[src/rtl/burst_pkg.sv]
package burst_pkg;
   typedef enum logic [1:0] {
      BK_CONST = 2'b00,
      BK_INCR  = 2'b01,
      BK_WRAP  = 2'b10,
      BK_RSVD  = 2'b11
   } burst_kind_e;
endpackage

[src/rtl/burst_req_check.sv]
module burst_req_check
   import burst_pkg::*;
#(
   parameter int LEN_W    = 8,
   parameter int MAX_SIZE = 3
) (
   input  logic [LEN_W-1:0] len,
   input  logic [2:0]       size,
   input  burst_kind_e      kind,
   output logic             bad,
   output logic [2:0]       wrap_lg
);
   if (LEN_W < 4) begin : g_len_chk
      $error("LEN_W must allow 16-beat wrap bursts");
   end
   if (MAX_SIZE > 7) begin : g_size_chk
      $error("MAX_SIZE exceeds size field range");
   end

   always_comb begin
      case (len)
         LEN_W'(1):  wrap_lg = 3'd1;
         LEN_W'(3):  wrap_lg = 3'd2;
         LEN_W'(7):  wrap_lg = 3'd3;
         LEN_W'(15): wrap_lg = 3'd4;
         default:    wrap_lg = 3'd0;
      endcase
   end

   always_comb begin
      bad = 1'b0;
      if (kind == BK_RSVD) bad = 1'b1;
      if (kind == BK_WRAP && wrap_lg == 3'd0) bad = 1'b1;
      if (size > 3'(MAX_SIZE)) bad = 1'b1;
   end
endmodule

[src/rtl/burst_next_addr.sv]
module burst_next_addr
   import burst_pkg::*;
#(
   parameter int ADDR_W = 32
) (
   input  logic [ADDR_W-1:0] cur,
   input  burst_kind_e       kind,
   input  logic [2:0]        size,
   input  logic [ADDR_W-1:0] wmask,
   input  logic              hold,
   output logic [ADDR_W-1:0] nxt
);
   logic [ADDR_W-1:0] stride;
   logic [ADDR_W-1:0] sum;

   assign stride = ADDR_W'(1) << size;
   assign sum    = cur + stride;

   always_comb begin
      if (hold) begin
         nxt = cur;
      end else begin
         case (kind)
            BK_INCR: nxt = sum;
            BK_WRAP: nxt = (cur & ~wmask) | (sum & wmask);
            default: nxt = cur;
         endcase
      end
   end
endmodule

[src/rtl/burst_beat_ctr.sv]
module burst_beat_ctr #(
   parameter int LEN_W = 8
) (
   input  logic             clk,
   input  logic             rst_n,
   input  logic             load,
   input  logic [LEN_W-1:0] len,
   input  logic             step,
   output logic             active,
   output logic             last
);
   logic [LEN_W-1:0] cnt;
   logic [LEN_W-1:0] len_q;

   always_ff @(posedge clk or negedge rst_n) begin
      if (!rst_n) begin
         active <= 1'b0;
         cnt    <= '0;
         len_q  <= '0;
      end else if (load) begin
         active <= 1'b1;
         cnt    <= '0;
         len_q  <= len;
      end else if (active && step) begin
         if (cnt == len_q) active <= 1'b0;
         else              cnt    <= cnt + LEN_W'(1);
      end
   end

   assign last = active && (cnt == len_q);

   assert_restart_R2: assert property (@(posedge clk) disable iff (!rst_n)
      load |=> (active && cnt == '0));
   assert_end_R3: assert property (@(posedge clk) disable iff (!rst_n)
      (active && step && last && !load) |=> !active);
   assert_count_R3: assert property (@(posedge clk) disable iff (!rst_n)
      (active && step && !last && !load) |=> (active && cnt == $past(cnt) + LEN_W'(1)));
endmodule

[src/rtl/burst_addr_gen.sv]
module burst_addr_gen
   import burst_pkg::*;
#(
   parameter int ADDR_W     = 32,
   parameter int LEN_W      = 8,
   parameter int DATA_BYTES = 8
) (
   input  logic              clk,
   input  logic              rst_n,
   input  logic              load_i,
   input  logic [ADDR_W-1:0] start_addr_i,
   input  logic [LEN_W-1:0]  len_i,
   input  logic [2:0]        size_i,
   input  logic [1:0]        kind_i,
   input  logic              step_i,
   output logic [ADDR_W-1:0] addr_o,
   output logic              active_o,
   output logic              last_o,
   output logic              err_o
);
   localparam int MAX_SIZE = $clog2(DATA_BYTES);

   if (ADDR_W < 12) begin : g_addr_chk
      $error("ADDR_W too small for the widest wrap window");
   end
   if ((1 << MAX_SIZE) != DATA_BYTES) begin : g_bytes_chk
      $error("DATA_BYTES must be a power of two");
   end

   burst_kind_e       kind_in;
   burst_kind_e       kind_q;
   logic [2:0]        size_q;
   logic [ADDR_W-1:0] mask_q;
   logic [ADDR_W-1:0] base_q;
   logic              bad;
   logic [2:0]        wrap_lg;
   logic [ADDR_W-1:0] mask_d;
   logic [ADDR_W-1:0] nxt;

   assign kind_in = burst_kind_e'(kind_i);
   assign mask_d  = (ADDR_W'(1) << ({1'b0, wrap_lg} + {1'b0, size_i})) - ADDR_W'(1);

   burst_req_check #(.LEN_W(LEN_W), .MAX_SIZE(MAX_SIZE)) u_chk (
      .len     (len_i),
      .size    (size_i),
      .kind    (kind_in),
      .bad     (bad),
      .wrap_lg (wrap_lg)
   );

   burst_beat_ctr #(.LEN_W(LEN_W)) u_ctr (
      .clk    (clk),
      .rst_n  (rst_n),
      .load   (load_i),
      .len    (len_i),
      .step   (step_i),
      .active (active_o),
      .last   (last_o)
   );

   burst_next_addr #(.ADDR_W(ADDR_W)) u_nxt (
      .cur   (addr_o),
      .kind  (kind_q),
      .size  (size_q),
      .wmask (mask_q),
      .hold  (err_o),
      .nxt   (nxt)
   );

   always_ff @(posedge clk or negedge rst_n) begin
      if (!rst_n) begin
         addr_o <= '0;
         kind_q <= BK_CONST;
         size_q <= '0;
         mask_q <= '0;
         base_q <= '0;
         err_o  <= 1'b0;
      end else if (load_i) begin
         addr_o <= start_addr_i;
         kind_q <= kind_in;
         size_q <= size_i;
         mask_q <= mask_d;
         base_q <= start_addr_i & ~mask_d;
         err_o  <= bad;
      end else if (active_o && step_i && !last_o) begin
         addr_o <= nxt;
      end
   end

   assert_const_hold_R4: assert property (@(posedge clk) disable iff (!rst_n)
      (active_o && step_i && !load_i && kind_q == BK_CONST) |=> $stable(addr_o));
   assert_incr_stride_R5: assert property (@(posedge clk) disable iff (!rst_n)
      (active_o && step_i && !last_o && !load_i && !err_o && kind_q == BK_INCR)
      |=> (addr_o == $past(addr_o) + (ADDR_W'(1) << size_q)));
   assert_wrap_window_R6: assert property (@(posedge clk) disable iff (!rst_n)
      (active_o && !err_o && kind_q == BK_WRAP) |-> ((addr_o & ~mask_q) == base_q));
   assert_idle_step_R7: assert property (@(posedge clk) disable iff (!rst_n)
      (!active_o && !load_i) |=> ($stable(addr_o) && !active_o));
   assert_err_hold_R9: assert property (@(posedge clk) disable iff (!rst_n)
      (active_o && err_o && step_i && !load_i) |=> $stable(addr_o));
   assert_last_in_burst_R3: assert property (@(posedge clk) disable iff (!rst_n)
      last_o |-> active_o);
endmodule

[config.mk]
export PLATFORM = sky130hd
export DESIGN_NAME = burst_addr_gen
export DESIGN_NICKNAME = d
export VERILOG_FILES = /design/src/rtl/burst_pkg.sv /design/src/rtl/burst_req_check.sv /design/src/rtl/burst_next_addr.sv /design/src/rtl/burst_beat_ctr.sv /design/src/rtl/burst_addr_gen.sv
export SDC_FILE = /design/constraint.sdc
export NUM_CORES = 1
export LEC_CHECK = 0
export ABC_AREA = 1
export BUFFER_PORTS_ARGS = -buffer_cell sky130_fd_sc_hd__buf_2
export CAP_MARGIN = 20
export CORE_ASPECT_RATIO = 1.25
export CORE_MARGIN = 8
export CORE_UTILIZATION = 50
export DETAILED_ROUTE_END_ITERATION = 16
export PLACE_DENSITY = 0.71
export SETUP_SLACK_MARGIN = 0.02
export SYNTH_ARGS = -nofsm -noshare
export SYNTH_HDL_FRONTEND = slang
export SYNTH_SLANG_ARGS = --single-unit
[constraint.sdc]
create_clock -name clk -period 6.9 [get_ports clk]
set_clock_uncertainty 0.15 [all_clocks]
set_input_delay 0.345 -clock clk [delete_from_list [all_inputs] [get_ports clk]]
set_output_delay 0.345 -clock clk [all_outputs]
set_load 0.01 [all_outputs]
# [After elaboration in Yosys (flattened, before gate mapping)]
# Index checks and enable logic that the tools add are counted.
# Widths: inputs -> output; s select.
[word_totals] inputBits=49 reg_bits=87 out_inout_bits=35 word_cells=57
[op_classes] bitwise_logic=4 mux=14 magnitude_cmp=1 reduce_logical=13 n_shift=2 add_sub_neg=4 n_eq_ne=11
[op_table] op="$mux 32" count=3
[op_table] op="$and 32x32->32" count=2
[op_table] op="$pmux 32 s2" count=1
[op_table] op="$add 32x32->32" count=1
[op_table] op="$not 32->32" count=1
[op_table] op="$or 32x32->32" count=1
[op_table] op="$shl 1x3->32 const A" count=1
[op_table] op="$shl 1x4->32 const A" count=1
[op_table] op="$sub 32x2->32 const B" count=1
[op_table] op="$mux 8" count=3
[op_table] op="$pmux 3 s4" count=1
[op_table] op="$add 8x1->8 const B" count=1
[op_table] op="$eq 8x1->1 const B" count=1
[op_table] op="$eq 8x2->1 const B" count=1
[op_table] op="$eq 8x3->1 const B" count=1
[op_table] op="$eq 8x4->1 const B" count=1
[op_table] op="$eq 8x8->1" count=1
[op_table] op="$eq 2x2->1 const B" count=3
[op_table] op="$mux 1" count=6
[op_table] op="$reduce_bool 2->1" count=3
[op_table] op="$add 3x3->4" count=1
[op_table] op="$logic_and 1x1->1" count=4
[op_table] op="$ne 2x2->1 const B" count=2
[op_table] op="$reduce_and 2->1" count=2
[op_table] op="6 further kinds" count=6

# [Longest topological paths before layout]
# Gate-level depths: netlist (run 1).
[logic_depth] ltp_word=8 ltp_mapped=20 ltp_nobuf=20

# [By module]
# From an unflattened synthesis (run 1), not the netlist that was laid out.
[hier_totals] hier_cells=1072 area_unflattened_um2=6904.1
[modules_own_cells] mod="burst_addr_gen" seq_area_each_um2=1726.7 instances=1 cells_per_inst=396 area_each_um2=3300.7
[modules_own_cells] mod="burst_next_addr" seq_area_each_um2=0.0 instances=1 cells_per_inst=517 area_each_um2=2497.4
[modules_own_cells] mod="burst_beat_ctr" seq_area_each_um2=425.4 instances=1 cells_per_inst=133 area_each_um2=997.2
[modules_own_cells] mod="burst_req_check" seq_area_each_um2=0.0 instances=1 cells_per_inst=26 area_each_um2=108.9

# [Worst setup path after synthesis (run 1)]
# No wires, ideal clock.
[synth_path] path_type="input to register" start="input port len_i[0]" end="register mask_q[12]" setup_slack_ps=3982 arrival_time_ps=2643 stages=19 path_buffers=0 required_ps=6625 setup_time_ps=125 cell_sequence="nand2_1 inv_1 nand3_1 a21oi_1 ha_1 inv_1 fa_1 inv_1 nor2_1 inv_1 nor2_1 inv_1 nor2_1 inv_1 ha_1 nand2_1 o21ai_1 a21oi_1 a21oi_1"
[synth_via] elab_chain_len=5 elab_cells_between_ends=8 cone_classes="add/sub (2); eq/ne (4); shift (1); mux (1)"
[synth_rtl] item="from (decl)" line="burst_addr_gen.sv:12" source="input logic [LEN_W-1:0] len_i,"
[synth_rtl] item="$eq 8x4->1 (tied with other cells)" line="burst_req_check.sv:21" source="case (len)"
[synth_rtl] item="$pmux 3 s4 (*)" line="burst_req_check.sv:21"
[synth_rtl] item="$add 3x3->4 (*)" line="burst_addr_gen.sv:41" source="assign mask_d = (ADDR_W'(1) << ({1'b0, wrap_lg} + {1'b0, size_i})) - ADDR_W'(1);"
[synth_rtl] item="$shl 1x4->32 (*)" line="burst_addr_gen.sv:41"
[synth_rtl] item="$sub 32x2->32 (*)" line="burst_addr_gen.sv:41"
[synth_rtl] item="to (signal assigned)" line="burst_addr_gen.sv:82" source="mask_q <= mask_d;"
[synth_rtl] item="to (decl)" line="burst_addr_gen.sv:33" source="logic [ADDR_W-1:0] mask_q;"
# Every way passes the cells marked *; elsewhere a longest branch is shown, timed or not.
# A chain may end at the register's enable or synchronous reset.

# [Worst setup path after layout (run 1)]
[layout_path] start="input port len_i[6]" end="register mask_q[24]"
# The elaborated chain is that of the path after synthesis.

==> results of run 1 <==
where the power goes:
part           internal, mW  leakage [nW]  total (mW)  switching (mW)
clock network         0.256         0.125       0.469           0.213
registers             0.570          1.08       0.649          0.0794
logic                 0.162          2.51       0.435           0.272
total                 0.988          3.71        1.55           0.565
repair_timing:
| action | in CTS | in global routing |
|---|---|---|
| hold endpoints to repair | 20 | 0 |
| gates resized for setup | 0 | 0 |
| hold buffers | 1 | 0 |
metal layers:
layer  up-vias  track usage
met5         -            0
li1       3160            -
met1      2834        0.269
met4         0       0.0760
met2       149        0.349
met3        25       0.0278
synth_stat cells, types with 2 or more instances:
master / count
a21oi_1: 23
a31oi_1: 3
buf_1: 4
buf_2: 8
buf_6: 3
clkbuf_1: 11
dfrtp_1: 86
fa_1: 2
ha_1: 15
inv_1: 120
inv_2: 3
nand2_1: 338
nand2_2: 4
nand2_8: 3
nand3_1: 67
nand3b_1: 12
nand4_1: 12
nor2_1: 94
nor2_2: 13
nor3_1: 21
nor3_2: 2
o211ai_1: 3
o21ai_0: 54
o21ai_1: 19
o31ai_1: 3
or2_1: 3
or2_2: 10
xnor2_1: 11
xor2_1: 4
layout by cell type (no fill, tap or decap), drive strengths merged:
cell type,n
nand2,346
nor2,108
nand3,68
or2,13
o211ai,3
a21oi,24
o21ai,73
o31a,1
xnor2,11
dfrtp,86
a31oi,3
nand4,12
o21a,1
nor3,23
nand3b,12
fa,2
ha,15
o31ai,3
buf,86
clkinvlp,3
inv,124
clkbuf,12
dlygate4sd3,1
xor2,4
cells by family (layout without fill, tap and decap cells):
family	Yosys count	in the layout	synth area share
adders and majority gates	17	17	0.0366
and+or+nand+nor	582	582	0.406
DFF	86	86	0.346
xor gates and xnor gates	15	15	0.0211
AOI/OAI and AO/OA	108	108	0.0914
buffers and inverters	151	226	0.0995
final cells by class:
| type | count | area (µm²) | area share |
|---|---|---|---|
| Multi-Input combinational cell | 722 | 3460 | 0.493 |
| Sequential cell | 86 | 2150 | 0.307 |
| Inverter | 123 | 462 | 0.0659 |
| Timing Repair Buffer | 87 | 453 | 0.0647 |
| Clock buffer | 12 | 246 | 0.0352 |
| Tap cell | 164 | 205 | 0.0293 |
| Clock inverter | 4 | 31.3 | 0.00447 |
final timing paths:
check | from | to | depth (start not counted)
worst max-delay path | len_i[6] | mask_q[24] | 18
worst min-delay path | start_addr_i[0] | flop | 3
worst max register to register | size_q[0] | flop | 14
worst min register to register | mask_q[19] | mask_q[19] | 2
max in group asynchronous | rst_n | asynchronous set/reset pin | 3
min in group asynchronous | rst_n | asynchronous set/reset pin | 2
metrics by stage:
stage / std cells / utilization / hold slack, ns
after floorplan: 959 / - / -0.101
after detailed placement: 1181 / 0.552 / 0.102
final: 1198 / 0.576 / 0.0649
after global placement: 1181 / 0.552 / 0.102
after CTS: 1198 / 0.576 / 0.0626
after global routing: 1198 / 0.576 / 0.0666
worst min-delay path, stage by stage:
cell and delay [ns]:
buf_2 0.07, nand2_1 0.04, nand3_1 0.07
==> metrics.md, run 1 <==
| Metric | Value |
|---|---|
| Synth Register Bits | 86 |
| Clock tree buffer depth | 2 |
| TritonCTS clock tree | built |
| Post-detail-place hpwl | 12.6 mm |
| Design area | 7010 µm² |
| Post-layout net count | 1095 |
| Initial Util | 0.512 |
| Most used cell, CP | inv_1 |
| Slew at the pin closest to its max-slew limit | 0.846 ns |
| Post-Route WL | 16.5 mm |
| Syn nets | 1025 |
| Worst relative slew slack | 0.436 |
| P_leak | 3.71 nW |
| Post-synth EDFFs | 0 |
| Final GP Congestion | 0.940 |
| Sequential element share of the synthesized area | 0.346 |
| Crit Path Max Fanout | 5 |
| DR iter-0 viols | 413 |
| Outcome | complete, no violations |
| Power consumption | 1.55 mW |
| Share of cells above drive strength 1 | 0.134 |
| DIE AREA | 16300 µm² |
| WP buf/inv | 7 |
| Placement Cell Area | 6720 µm² |
| Diode count | 0 |
| Routed WL per cell | 13.8 µm |
| Ranking of synthesized cells by area | dfrtp_1, nand2_1, inv_1, nor2_1, nand3_1 |
| Largest net degree at the start of global routing | 77 |
| Top Layer Used | met4 |
| Synth unique cells | 37 |
| FFs w/ async S/R, synth | 1.00 |
| Met1 wire length | 7.53 mm |
| Row cnt | 45 |
| Max Cap Viol | 0 |
| Worst setup EP type | flop |
| Ports | 84 |
| Period utilization | 0.443 |
| # port buffers | 83 |
| Mean Syn Cell Area | 6.49 µm² |
| Mapped Area | between 6000 and 7000 µm² |
| Worst vdd ir | 0.000122 V |
| First-pass GRT wire length | 27.6 mm |
| Via Count | 6168 |
| Dpl ws | approximately 3.5 ns |
| Setup Fix Bufs, Post-CTS | 0 |
| Clk slew on worst S/H paths | 0.07 ns |
| Yosys warnings | 0 |
| Hold Crit Class | primary input to flop |
| Met3 WL | 758 µm |
| Layout fillers | 1239 |
| CP cell instances | buf_2 -> nor2_1 -> nand2_1 -> nor3_1 -> inv_1 -> fa_1 -> inv_1 -> nor2_1 -> inv_1 -> nor2_1 -> inv_1 -> nor2_1 -> inv_1 -> ha_1 -> nand2_1 -> o21ai_1 -> inv_1 -> a21oi_1 |
| RSZ-0062 raised after global routing | no |
| Crit-path slowest cell | fa_1 |
| Via density | 5.15 |
| Final Worst Setup Slack | 3.84 ns |
| Initial antenna violation count | 0 |
| H-tree levels | 3 |
| CP Class | primary input to flop |
| Crit path time final | 3.06 ns |
| Hold Vio Cnt, Final | 0 |
| Final setup fails | 0 |
| Core area | 12200 µm² |
| Final Max Slew Viols | 0 |
| Post-synth top area cell | dfrtp_1 |
| Power per cell area | ~220 nW/µm² |
| Required @ worst endpoint | 6.95 ns |
| CP arrival | 3.11 ns |
| Crit path max-delay family | simple AND/OR/NAND/NOR gates |
| Clock sink total | 86 |
| GRT Overall Usage | 0.209 |
| GRT overflow | 0 |
| Routed Antenna Nets | 0 |
| Pre-antenna DRT Iters | 5 |
| Reg-to-reg slack, setup | between 4 and 5 ns |
| Die H | 141 µm |
| WL met2 | 7.84 mm |
| TNS Setup | 0 ns |
| CTS Root Cell | clkbuf_16 |
| Startpoint Class | primary input |
| Worst-Skew Late Latency | 0.35 ns |
| CP peak stage delay | 0.61 ns |
| Yosys top cell area share | 0.346 |
| Cts bufs inserted | 9 |
| Die Span X | approximately 120 µm |
| Most frequently used flop master after synthesis | dfrtp_1 |
| Post-Syn Instances | 959 |
| Number of global-route vias before repair | 5779 |
| Post-route DRC violation count | 0 |
| Achievable Freq | about 330 MHz |
| Area Growth Syn to Fin | 12.5% |
(Power assumes the default switching activity.)
==> inputs of run 2 (changes only) <==
clock period = 3 ns   (was 6.9 ns; I/O delays follow)
==> run 2 against run 1 <==
Effect of this change:
- the flow now finishes with violations (negative hold slack)
- first-iteration DRC count down 0.48%
- non-clock buffer count up 49
- combinational power up 140%
- global-route usage up 1.0 points
- design area up 7.0%
- critical path type is now flop to flop
==> metrics.md, run 2 (same netlist as run 1, synthesis figures left out) <==
| Metric | Value |
|---|---|
| Crit Path Max Fanout | 5 |
| Die H | 141 µm |
| Row cnt | 45 |
| Post-layout net count | 1144 |
| CP peak stage delay | 0.43 ns |
| Area Growth Syn to Fin | 20.4% |
| Worst-Skew Late Latency | 0.35 ns |
| DIE AREA | 16300 µm² |
| Clk slew on worst S/H paths | approximately 0.070 ns |
| P_leak | 3.95 nW |
| Final GP Congestion | approximately 0.94 |
| Achievable Freq | 369 MHz |
| Core area | 12200 µm² |
| Max Cap Viol | 0 |
| GRT Overall Usage | 0.220 |
| Fin util | 0.616 |
| Hold Vio Cnt, Final | 2 |
| TNS Setup | 0 ns |
| Via Count | 6309 |
| Commonest non-fill, non-tap cell in the layout | nand2_1 |
| WHS | -0.00244 ns |
| Power per cell area | 488 nW/µm² |
| Cts bufs inserted | 9 |
| Number of global-route vias before repair | 5978 |
| Clock sink total | 86 |
| GRT overflow | 0 |
| Failing checks | negative hold slack |
| Setup Fix Bufs, Post-CTS | 0 |
| RSZ-0062 raised after global routing | no |
| Hold Crit Class | primary input to flop |
| Crit-path slowest cell | dfrtp_1 |
| CP Class | flop to flop |
| Crit path time final | 2.71 ns |
| Slew at the pin closest to its max-slew limit | 0.737 ns |
| # port buffers | 83 |
| Startpoint Class | flop |
| Worst setup EP type | flop |
| Diode count | 0 |
| Final setup fails | 0 |
| First-pass GRT wire length | roughly 29 mm |
| Required @ worst endpoint | 3.08 ns |
| Initial Util | 0.512 |
| Die Span X | 116 µm |
| H-tree levels | 3 |
| Via density | 5.06 |
| Clock tree buffer depth | 2 |
| Post-route DRC violation count | 0 |
| Routed WL per cell | 13.9 µm |
| Commonest non-fill, non-tap cells in the layout | nand2_1, inv_1, nor2_1, dfrtp_1, buf_2 |
| Post-detail-place hpwl | 12.9 mm |
| CP cell instances | nor3_1 -> ha_1 -> inv_1 -> fa_1 -> inv_1 -> nand3_1 -> nand3_2 -> nand2_1 -> nand2_1 -> nand2_1 -> o21ai_0 -> o21ai_0 -> o21ai_0 -> nand2_1 |
| Ports | 84 |
| Largest net degree at the start of global routing | 76 |
| Share of cells above drive strength 1 | 0.142 |
| CTS Root Cell | clkbuf_16 |
| Final Max Slew Viols | 0 |
| TritonCTS clock tree | built |
| Post-Route WL | 17.3 mm |
| Period utilization | 0.904 |
| DR iter-0 viols | 411 |
| Most used cell, CP | nand2_1 |
| CP arrival | 2.80 ns |
| Outcome | complete, but fails checks |
| Pre-antenna DRT Iters | 5 |
| Worst vdd ir | 0.000277 V |
| Initial antenna violation count | 0 |
| Routed Antenna Nets | 0 |
| Worst relative slew slack | 0.509 |
## run 2: changes by cell type in the layout (fill, tap and decap cells not counted), sizes merged
cell | previous run | this run
dlygate4sd3 | 1 | 38
buf | 86 | 98
clkinv | 0 | 2
clkinvlp | 3 | 1
## run 2: worst max-delay path: cells and delay by family, from the launching register on
| kind | cells | cell delay [ns] |
|---|---|---|
| simple gates | 7 | 0.83 |
| compound gates | 3 | 0.37 |
| flops | 1 | 0.43 |
| buf+inv | 2 | 0.25 |
| fa+ha+maj | 2 | 0.58 |
## run 2: routing by layer
metal,part of all wire,vias to the layer above,track usage
li1,-,3264,-
met1,0.43,2861,0.274
met2,0.49,156,0.375
met3,0.051,28,0.0248
met4,0.024,0,0.0869
met5,0,-,0
## run 2: path summary, 6_finish.rpt
kind	start	to	slack, ns	cells after the start
setup / recovery	size_q[1]	flop	0.29	14
hold / removal	start_addr_i[31]	flop	-0.002	5
setup reg to reg	size_q[1]	flop	0.29	14
hold reg to reg	mask_q[19]	mask_q[19]	0.33	2
max in group asynchronous	rst_n	u_ctr.cnt[6]	1.78	3
min in group asynchronous	rst_n	asynchronous set/reset pin	0.19	2
## run 2: through the flow
stage          worst slack, ns  instances  area, µm²  power (mW)
3_3_place_gp             0.139       1193       6820        2.51
2_1_floorplan            0.277        959       6230        2.17
3_5_place_dp            0.0906       1193       6820        2.53
6_report                 0.288       1247       7500        3.66
4_1_cts                  0.282       1247       7490        3.67
5_1_grt                 0.0378       1247       7500        3.89
## run 2: repair_timing
item,4_1_cts,5_1_grt
hold buffers,38,0
resized for setup,0,2
endpoints found under the hold margin,80,0
endpoints found under the setup margin,0,2
## run 2: cell type report
type,count,area [µm²]
Fill cell,1201,4660
Tap cell,164,205
Sequential cell,86,2150
Inverter,123,462
Clock buffer,12,256
Timing Repair Buffer,136,926
Multi-Input combinational cell,722,3470
Clock inverter,4,30.0
## run 2: power breakdown
part | total (mW) | internal [mW] | switching, mW
Sequential | 1.50 | 1.31 | 0.185
Combinational | 1.06 | 0.417 | 0.643
Clock | 1.10 | 0.610 | 0.491
